===== src/rtl/xtb_pkg.sv =====
package xtb_pkg;

  // What a lane carries in one cycle
  typedef enum logic [1:0] {
    SLOT_IDLE = 2'd0,  // nothing offered: wires hold, flag low
    SLOT_DATA = 2'd1,  // segment placed, flag high
    SLOT_HOLD = 2'd2   // segment refused: staged idle code, flag low
  } slot_kind_e;

  // Lowest data wire of lane c; lanes are laid from the top of the bus
  function automatic int lane_lsb(input int bus_w, input int seg_w, input int c);
    return bus_w - (c + 1) * seg_w - 2 * c;
  endfunction

endpackage


===== src/rtl/xtb_severity.sv =====
// Flags a lane transition in which some wire toggles against both
// neighbours, or against one neighbour while the other stays static.
module xtb_severity #(
  parameter int W = 32
) (
  input  logic [W-1:0] prv,
  input  logic [W-1:0] nxt,
  output logic         severe
);

  logic [W-1:0] tog;
  logic [W-1:0] lo_opp, lo_st, hi_opp, hi_st, bad;

  assign tog = prv ^ nxt;

  for (genvar j = 0; j < W; j++) begin : g_bit
    if (j == 0) begin : g_lo_edge
      assign lo_opp[j] = 1'b0;
      assign lo_st[j]  = 1'b1;
    end else begin : g_lo
      // both toggle and started from different levels -> opposite
      assign lo_opp[j] = tog[j-1] & (prv[j-1] ^ prv[j]);
      assign lo_st[j]  = ~tog[j-1];
    end
    if (j == W - 1) begin : g_hi_edge
      assign hi_opp[j] = 1'b0;
      assign hi_st[j]  = 1'b1;
    end else begin : g_hi
      assign hi_opp[j] = tog[j+1] & (prv[j+1] ^ prv[j]);
      assign hi_st[j]  = ~tog[j+1];
    end
    assign bad[j] = tog[j] &
                    ((lo_opp[j] & (hi_opp[j] | hi_st[j])) | (lo_st[j] & hi_opp[j]));
  end

  assign severe = |bad;

endmodule


===== src/rtl/xtb_slot_alloc.sv =====
// Scans the lanes in order and offers the oldest unsent segment to each.
module xtb_slot_alloc
  import xtb_pkg::*;
#(
  parameter int SEG_W = 32,
  parameter int N_CH  = 4,
  localparam int HW   = $clog2(N_CH + 1)
) (
  input  logic [N_CH-1:0][SEG_W-1:0] seg_q,
  input  logic [N_CH-1:0][SEG_W-1:0] prev_ch,
  input  logic [HW-1:0]              head,
  output logic [N_CH-1:0][SEG_W-1:0] ch_nxt,
  output logic [N_CH-1:0]            flag_nxt,
  output logic [HW-1:0]              placed
);

  logic [SEG_W-1:0] odd_m;
  for (genvar b = 0; b < SEG_W; b++) begin : g_odd
    assign odd_m[b] = (b % 2 == 1);
  end

  // k[c]: segments already placed on lanes above lane c
  logic [HW-1:0] k [N_CH+1];
  assign k[0] = '0;

  for (genvar c = 0; c < N_CH; c++) begin : g_ch
    logic [HW:0]      idx;
    logic             has, sev, take;
    logic [SEG_W-1:0] cand, val;
    logic             flg;
    slot_kind_e       kind;

    assign idx = {1'b0, head} + {1'b0, k[c]};
    assign has = idx < (HW+1)'(N_CH);

    always_comb begin
      cand = '0;
      for (int s = 0; s < N_CH; s++) begin
        if (idx == (HW+1)'(s)) cand = seg_q[s];
      end
    end

    xtb_severity #(.W(SEG_W)) u_sev (
      .prv    (prev_ch[c]),
      .nxt    (cand),
      .severe (sev)
    );

    always_comb begin
      if (!has)     kind = SLOT_IDLE;
      else if (sev) kind = SLOT_HOLD;
      else          kind = SLOT_DATA;
    end

    always_comb begin
      case (kind)
        SLOT_DATA: begin
          val = cand;
          flg = 1'b1;
        end
        SLOT_HOLD: begin
          // move only odd wires now; even wires stay static, so this is safe
          val = (prev_ch[c] & ~odd_m) | (cand & odd_m);
          flg = 1'b0;
        end
        default: begin
          val = prev_ch[c];
          flg = 1'b0;
        end
      endcase
    end

    assign take     = (kind == SLOT_DATA);
    assign k[c+1]   = k[c] + HW'(take);
    assign ch_nxt[c]   = val;
    assign flag_nxt[c] = flg;
  end

  assign placed = k[N_CH];

endmodule


===== src/rtl/xtb_bus_pack.sv =====
// Lays lane data, flags and shields onto the bus wires.
module xtb_bus_pack
  import xtb_pkg::*;
#(
  parameter int SEG_W  = 32,
  parameter int N_CH   = 4,
  localparam int BUS_W = SEG_W * N_CH + 2 * N_CH - 1
) (
  input  logic [N_CH-1:0][SEG_W-1:0] ch_q,
  input  logic [N_CH-1:0]            flag_q,
  output logic [BUS_W-1:0]           bus
);

  for (genvar c = 0; c < N_CH; c++) begin : g_lane
    localparam int LSB = lane_lsb(BUS_W, SEG_W, c);
    assign bus[LSB +: SEG_W] = ch_q[c];
    assign bus[LSB-1]        = flag_q[c];
    if (c < N_CH - 1) begin : g_shield
      assign bus[LSB-2] = 1'b0;
    end
  end

endmodule


===== src/rtl/xtb_tx.sv =====
module xtb_tx
  import xtb_pkg::*;
#(
  parameter int SEG_W   = 32,
  parameter int N_CH    = 4,
  localparam int WORD_W = SEG_W * N_CH,
  localparam int BUS_W  = WORD_W + 2 * N_CH - 1,
  localparam int HW     = $clog2(N_CH + 1)
) (
  input  logic              clk,
  input  logic              rst_n,
  input  logic              in_valid,
  output logic              in_ready,
  input  logic [WORD_W-1:0] in_data,
  output logic [BUS_W-1:0]  bus_out
);

  logic [N_CH-1:0][SEG_W-1:0] seg_q, seg_in, ch_q, ch_nxt;
  logic [N_CH-1:0]            flag_q, flag_nxt;
  logic [HW-1:0]              head_q, placed;
  logic                       empty, accept;

  for (genvar s = 0; s < N_CH; s++) begin : g_split
    assign seg_in[s] = in_data[WORD_W-1-s*SEG_W -: SEG_W];
  end

  xtb_slot_alloc #(.SEG_W(SEG_W), .N_CH(N_CH)) u_alloc (
    .seg_q    (seg_q),
    .prev_ch  (ch_q),
    .head     (head_q),
    .ch_nxt   (ch_nxt),
    .flag_nxt (flag_nxt),
    .placed   (placed)
  );

  xtb_bus_pack #(.SEG_W(SEG_W), .N_CH(N_CH)) u_pack (
    .ch_q   (ch_q),
    .flag_q (flag_q),
    .bus    (bus_out)
  );

  assign empty    = (head_q == HW'(N_CH));
  assign in_ready = empty | ((head_q + placed) == HW'(N_CH));
  assign accept   = in_valid & in_ready;

  always_ff @(posedge clk or negedge rst_n) begin
    if (!rst_n) begin
      ch_q   <= '0;
      flag_q <= '0;
      seg_q  <= '0;
      head_q <= HW'(N_CH);
    end else begin
      ch_q   <= ch_nxt;
      flag_q <= flag_nxt;
      if (accept) begin
        seg_q  <= seg_in;
        head_q <= '0;
      end else if (!empty) begin
        head_q <= head_q + placed;
      end
    end
  end

endmodule


===== config.mk =====
export PLATFORM = sky130hd
export DESIGN_NAME = xtb_tx
export DESIGN_NICKNAME = d
export VERILOG_FILES = /design/src/rtl/xtb_pkg.sv /design/src/rtl/xtb_severity.sv /design/src/rtl/xtb_slot_alloc.sv /design/src/rtl/xtb_bus_pack.sv /design/src/rtl/xtb_tx.sv
export SDC_FILE = /design/constraint.sdc
export NUM_CORES = 1
export LEC_CHECK = 0
export BUFFER_PORTS_ARGS = -buffer_cell sky130_fd_sc_hd__buf_2
export CAP_MARGIN = 40
export CORE_MARGIN = 2
export CORE_UTILIZATION = 45
export CTS_CLUSTER_DIAMETER = 60
export DETAILED_ROUTE_END_ITERATION = 10
export GPL_TIMING_DRIVEN = 0
export HOLD_SLACK_MARGIN = 0.1
export SYNTH_ARGS = -nofsm -noshare
export SYNTH_HDL_FRONTEND = slang
export SYNTH_SLANG_ARGS = --single-unit

===== constraint.sdc =====
create_clock -name clk -period 21.6 [get_ports clk]
set_input_delay 2.16 -clock clk [delete_from_list [all_inputs] [get_ports clk]]
set_output_delay 2.16 -clock clk [all_outputs]
set_load 0.01 [all_outputs]

After elaboration in Yosys (flattened, before gate mapping)
Cells that the tools add are included.
{"block": "word_totals", "ff_bits": 263, "input_bits": 131, "output_inout_bits": 136, "word_cells": 1208}
{"block": "op_classes", "n_addsub": 7, "magnitude_cmp": 4, "n_eq_ne": 23, "n_mux": 34, "bitwise": 1118, "n_reduce_logical": 12}
{"op": "1-bit AND", "count": 617}
{"op": "32-bit two-way mux", "count": 16}
{"op": "32-bit case mux with 2 select lines", "count": 4}
{"op": "1-bit bitwise OR", "count": 241}
{"op": "1-bit NOT", "count": 128}
{"op": "31-bit by 32-bit bitwise OR with 32-bit output", "count": 4}
{"op": "32-bit OR reduction", "count": 4}
{"op": "32-bit XOR", "count": 4}
{"op": "1-bit XOR", "count": 124}
{"op": "4-bit by 2-bit equality test with 1-bit output (second input constant)", "count": 6}
{"op": "4-bit zero test", "count": 4}
{"op": "2-bit two-way mux", "count": 8}
{"op": "4-bit by 1-bit equality test with 1-bit output (second input constant)", "count": 3}
{"op": "4-bit by 3-bit < comparator with 1-bit output (second input constant)", "count": 3}
{"op": "3-bit by 3-bit adder with 4-bit output", "count": 2}
{"op": "2-bit by 1-bit equality test with 1-bit output (second input constant)", "count": 4}
{"op": "2-bit equality test (second input constant)", "count": 4}
{"op": "2-bit nonzero test", "count": 4}
{"op": "3-bit by 1-bit adder with 3-bit output", "count": 2}
{"op": "3-bit by 2-bit equality test with 1-bit output (second input constant)", "count": 2}
{"op": "3-bit equality test (second input constant)", "count": 2}
{"op": "3-bit two-way mux", "count": 2}
{"op": "3-bit by 1-bit adder with 4-bit output", "count": 1}
{"op": "1-bit two-way mux", "count": 4}
{"op": "5 further kinds", "count": 5}

Longest topological paths before layout
{"block": "logic_depth", "word_depth": 71, "mapped_depth": 70, "depth_no_buf": 49}

By module
Synthesis repeated with hierarchy kept, for this count alone.
{"block": "hier_totals", "hier_cells": 2201, "area_unflattened_um2": 22203.8}
{"mod": "xtb_tx", "instances": 1, "cells_per_inst": 421, "area_per_inst_um2": 8813.5}
{"mod": "xtb_severity", "instances": 4, "cells_per_inst": 272, "area_per_inst_um2": 1666.6}
{"mod": "xtb_slot_alloc", "instances": 1, "cells_per_inst": 556, "area_per_inst_um2": 5706.7}
{"mod": "xtb_bus_pack", "instances": 1, "cells_per_inst": 136, "area_per_inst_um2": 1017.2}

Worst setup path after synthesis
OpenSTA, ideal clock, no wires.
{"block": "synth_path", "path_kind": "reg-to-output", "start": "register head_q[0]", "end": "output port in_ready", "arrival_time_ns": 14.701, "required_time_ns": 19.440, "path_slack_ns": 4.739, "stages_incl_launch_ff": 63, "n_path_buf": 18, "cell_sequence": "dfrtp_1 -> buf_6 -> buf_6 -> mux4_2 -> buf_6 -> nand3_1 -> o22a_1 -> o22ai_1 -> a31oi_1 -> o2111ai_1 -> or4_4 -> nor4_4 -> buf_6 -> ha_1 -> buf_2 -> buf_4 -> buf_4 -> mux4_2 -> [... 27 more ...] -> fa_1 -> buf_2 -> buf_4 -> buf_4 -> mux4_2 -> o21a_1 -> a22oi_1 -> o211ai_1 -> nor4_1 -> nand4_1 -> nor4_1 -> nand4_1 -> buf_2 -> buf_2 -> fa_1 -> fa_1 -> xnor2_1 -> a31o_2"}
{"block": "synth_via", "elab_chain_len": 69}
{"element": "start: declaration", "line": "xtb_tx.sv:20", "rtl": "logic [HW-1:0] head_q, placed;"}
{"element": "start signal: assignment", "line": "xtb_tx.sv:51", "rtl": "head_q <= HW'(N_CH);"}
{"element": "start signal: assignment", "line": "xtb_tx.sv:59", "rtl": "head_q <= head_q + placed;"}
{"element": "4-bit zero test", "line": "xtb_slot_alloc.sv:39", "rtl": "if (idx == (HW+1)'(s)) cand = seg_q[s];"}
{"element": "32-bit two-way mux (4 in series)", "line": "xtb_slot_alloc.sv:39"}
{"element": "32-bit XOR", "line": "xtb_severity.sv:14", "rtl": "assign tog = prv ^ nxt;"}
{"element": "1-bit AND (tied with other cells)", "line": "xtb_severity.sv:29", "rtl": "assign hi_opp[j] = tog[j+1] & (prv[j+1] ^ prv[j]);"}
{"element": "1-bit bitwise OR", "line": "xtb_severity.sv:33", "rtl": "((lo_opp[j] & (hi_opp[j] | hi_st[j])) | (lo_st[j] & hi_opp[j]));"}
{"element": "1-bit AND", "line": "xtb_severity.sv:33"}
{"element": "1-bit bitwise OR", "line": "xtb_severity.sv:33"}
{"element": "1-bit AND", "line": "xtb_severity.sv:32", "rtl": "assign bad[j] = tog[j] &"}
{"element": "[... 50 more ...]"}
{"element": "32-bit OR reduction", "line": "xtb_severity.sv:36", "rtl": "assign severe = |bad;"}
{"element": "2-bit two-way mux", "line": "xtb_slot_alloc.sv:51", "rtl": "else if (sev) kind = SLOT_HOLD;"}
{"element": "2-bit two-way mux", "line": "xtb_slot_alloc.sv:50", "rtl": "if (!has) kind = SLOT_IDLE;"}
{"element": "2-bit by 1-bit equality test with 1-bit output", "line": "xtb_slot_alloc.sv:73", "rtl": "assign take = (kind == SLOT_DATA);"}
{"element": "3-bit by 1-bit adder with 3-bit output", "line": "xtb_slot_alloc.sv:74", "rtl": "assign k[c+1] = k[c] + HW'(take);"}
{"element": "3-bit adder", "line": "xtb_tx.sv:43", "rtl": "assign in_ready = empty | ((head_q + placed) == HW'(N_CH));"}
{"element": "3-bit equality test", "line": "xtb_tx.sv:43"}
{"element": "1-bit bitwise OR *", "line": "xtb_tx.sv:43"}
{"element": "end: declaration", "line": "xtb_tx.sv:13", "rtl": "output logic in_ready,"}
Every way passes the cells marked *; elsewhere a longest branch is shown, timed or not.

Final worst setup path
Ends and elaborated chain as after synthesis.

==> summary.txt <==
Status
  – Status: finished, final reports clean

CTS
  – H-Tree Level Count: 2
  – CTS Buffer Depth: 3
  – TritonCTS Sinks: 263
  – Worst-path clk slew: 0.06 ns
  – Num CTS Buffers: 37
  – CTS tree: done
  – Root buf cell: clkbuf_16
  – Worst-skew pair later-pin latency: 0.57 ns

Timing
  – Rel. slew slack: 39.2%
  – Final worst-path cycle share: 98.8%
  – Final Skew: 0.0229 ns
  – Crit path time final: 21.35 ns
  – Final Max Slew Viols: 0
  – Fmax: 0.0468 GHz
  – Endpoints failing setup: 0
  – Unrepaired setup endpoints after global routing: no
  – Slew @ Worst Pin: 0.900 ns
  – Final-report hold violation count: 0

Place
  – Placed cell area: 23700 um^2
  – Gpl congestion: 1.02
  – Port buffer count: 263
  – HPWL after DPL: 75700 um

Floorplan
  – Die X: 222 um
  – I/O pins: 267
  – Starting density of the core: 45.2%
  – Die height: 222 um
  – Core Rows: 80
  – Die area: 49400 um^2
  – Core area: 47400 um^2

Setup path
  – Crit Path Category: flop to output pin
  – Critical path endpoint category: output pin
  – Arrival time at the worst endpoint: 19.19 ns
  – Worst EP required: 19.44 ns
  – Most common cell on crit path: nand4_1
  – Max incr delay on CP: 0.69 ns
  – Slowest CP cell: mux4_2
  – CP Max Fanout: 18
  – CP startpoint kind: flop
  – Crit path from: head_q[0]$_DFFE_PN0P_
  – Worst r2r src: head_q[0]$_DFFE_PN0P_
  – FF-to-FF End: seg_q[71]$_DFFE_PN0P_
  – Critical path endpoint: in_ready
  – R2r setup slk: 1.26 ns
  – Reg2reg path depth: 66

Logic synthesis
  – Ys flop type: dfrtp_1
  – Synth warnings: 0
  – Sequential element share of the synthesized area: 30.7%
  – Mean post-synth cell area: 9.26 um^2
  – Distinct cells, synth: 90
  – Asr flop ratio synth: 100%
  – EDFF count, synth: 0
  – Synthesized instance count: 2317
  – Mapped Area: 21500 um^2
  – Yosys reg bits: 263

Route
  – DR iter-0 viols: 3294
  – DRT antenna net count: 0
  – Met2 wire length: 43400 um
  – Via Count: 22200
  – # DRC: 0
  – Routed WL per cell: 30.0 um
  – Drt first pass iters: 9
  – Met3 WL post-DR: 9500 um
  – Routed WL: 98100 um
  – Vias per Instance: 6.79
  – Uppermost layer routed: met4
  – WL met1: 39900 um

Layout
  – Nets: 2777
  – Fillers: 4486
  – Layout area overhead: 16.9%
  – Share of cells above drive strength 1: 26.4%
  – Commonest cells after routing, fill and taps aside: 306 x nand2_1, 287 x buf_2, 262 x dfrtp_1
  – Most common cell after layout, fill and taps aside: nand2_1
  – Post-route cell area: 25100 um^2

GRT
  – First-pass GRT wire length: 141000 um
  – Vias in the first global route: 20700
  – Total track usage: 39.0%
  – Antenna violations before repair: 0
  – Congestion Overflow GR: 0
  – Largest net degree at the start of global routing: 121

Min path
  – Hold Crit Class: flop to flop

Job
  – Max Cap Viol: 0
[logic make-up after synthesis]
| kind of cell | Yosys count | synth area share [%] |
|---|---|---|
| and+or+nand+nor | 885 | 20.5 |
| AOI/OAI and AO/OA | 500 | 15.9 |
| muxes | 354 | 24.6 |
| DFF | 263 | 30.7 |
| buffers and inverters | 255 | 5.28 |
| adders and majority gates | 47 | 2.55 |
| xor gates and xnor gates | 12 | 0.490 |
| other | 1 | 0.0175 |
[what timing repair did]
action | CTS | global route
gates resized for setup | 15 | 21
setup endpoints to repair | 109 | 1
pin swaps | 1 | 0
setup buffers | 1 | 0
endpoints found under the hold margin | 0 | 0
hold buffers | 0 | 0
[sequential cells by signal, summed over array words and instances (netlist names)]
register  cells
head_q        3
seg_q       128
ch_q        128
flag_q        4
[metrics by stage]
step	utilization [%]	cells	hold WS (ns)	worst slack [ns]	TNS, ns
after global placement	49.6	3197	0.548	-1.49	-114.55
after detailed placement	49.9	3207	0.562	-0.817	-25.52
after global routing	52.9	3269	0.602	0.0339	0
after floorplan	-	2319	0.523	4.74	0
final	52.9	3270	0.578	0.250	0
after CTS	52.7	3270	0.576	0.0715	0
[cell usage after synthesis, types with 28 or more instances]
| cell type | n | area (um^2) |
|---|---|---|
| mux2i_1 | 77 | 771 |
| nor3_1 | 64 | 320 |
| inv_1 | 103 | 387 |
| nand2b_1 | 37 | 231 |
| a21oi_1 | 82 | 410 |
| mux4_2 | 120 | 2700 |
| o21ai_0 | 114 | 571 |
| nand2_1 | 306 | 1150 |
| maj3_1 | 31 | 310 |
| nor2_1 | 167 | 627 |
| buf_2 | 32 | 160 |
| a31oi_1 | 31 | 194 |
| dfrtp_1 | 262 | 6560 |
| nand4_1 | 45 | 282 |
| nor4_1 | 47 | 294 |
| o22ai_1 | 29 | 181 |
| o211ai_1 | 28 | 210 |
| nand3_1 | 56 | 280 |
| clkbuf_1 | 76 | 285 |
| mux2_2 | 153 | 1720 |
| and2_1 | 32 | 200 |
[routing by layer]
metal | vias up | global-route usage (%)
met5 | - | 0
met1 | 11100 | 53.6
met3 | 246 | 7.18
met4 | 0 | 17.7
li1 | 9437 | -
met2 | 1417 | 60.0
[layout make-up]
| class | instances | area, um^2 | share of cell area, % |
|---|---|---|---|
| tap | 615 | 769 | 3.07 |
| inverter | 105 | 398 | 1.59 |
| multi-input combinational | 1801 | 13800 | 55.1 |
| antenna | 1 | 2.50 | 0.00998 |
| clock buffer | 46 | 1020 | 4.07 |
| sequential | 263 | 6580 | 26.2 |
| clock inverter | 16 | 275 | 1.10 |
| timing repair buffer | 274 | 1450 | 5.78 |
| buffer | 149 | 769 | 3.07 |
[worst max-delay path, delay by kind of cell (launching register included)]
kind,cells,cell delay [ns]
flip-flops,1,0.43
buffers and inverters,20,5.08
adder cells (fa/ha/maj),10,3.47
AND/OR/NAND/NOR,15,3.39
multiplexers,3,1.54
AO/OA/AOI/OAI,14,4.33
XOR/XNOR,1,0.22
[worst min path at each step]
stage | end | slack [ns] | startpoint | cells after the start
finish | seg_q[103]$_DFFE_PN0P_ | 0.58 | seg_q[103]$_DFFE_PN0P_ | 1
global route | seg_q[106]$_DFFE_PN0P_ | 0.60 | seg_q[106]$_DFFE_PN0P_ | 1
CTS | seg_q[103]$_DFFE_PN0P_ | 0.58 | seg_q[103]$_DFFE_PN0P_ | 1
detailed placement | seg_q[103]$_DFFE_PN0P_ | 0.56 | seg_q[103]$_DFFE_PN0P_ | 1
global placement | seg_q[66]$_DFFE_PN0P_ | 0.55 | seg_q[66]$_DFFE_PN0P_ | 1
floorplan | seg_q[117]$_DFFE_PN0P_ | 0.52 | seg_q[117]$_DFFE_PN0P_ | 1
Power is left out: the tool's default activity adds up to more than one toggle a clock period on the data nets, which glitch-free logic cannot reach.
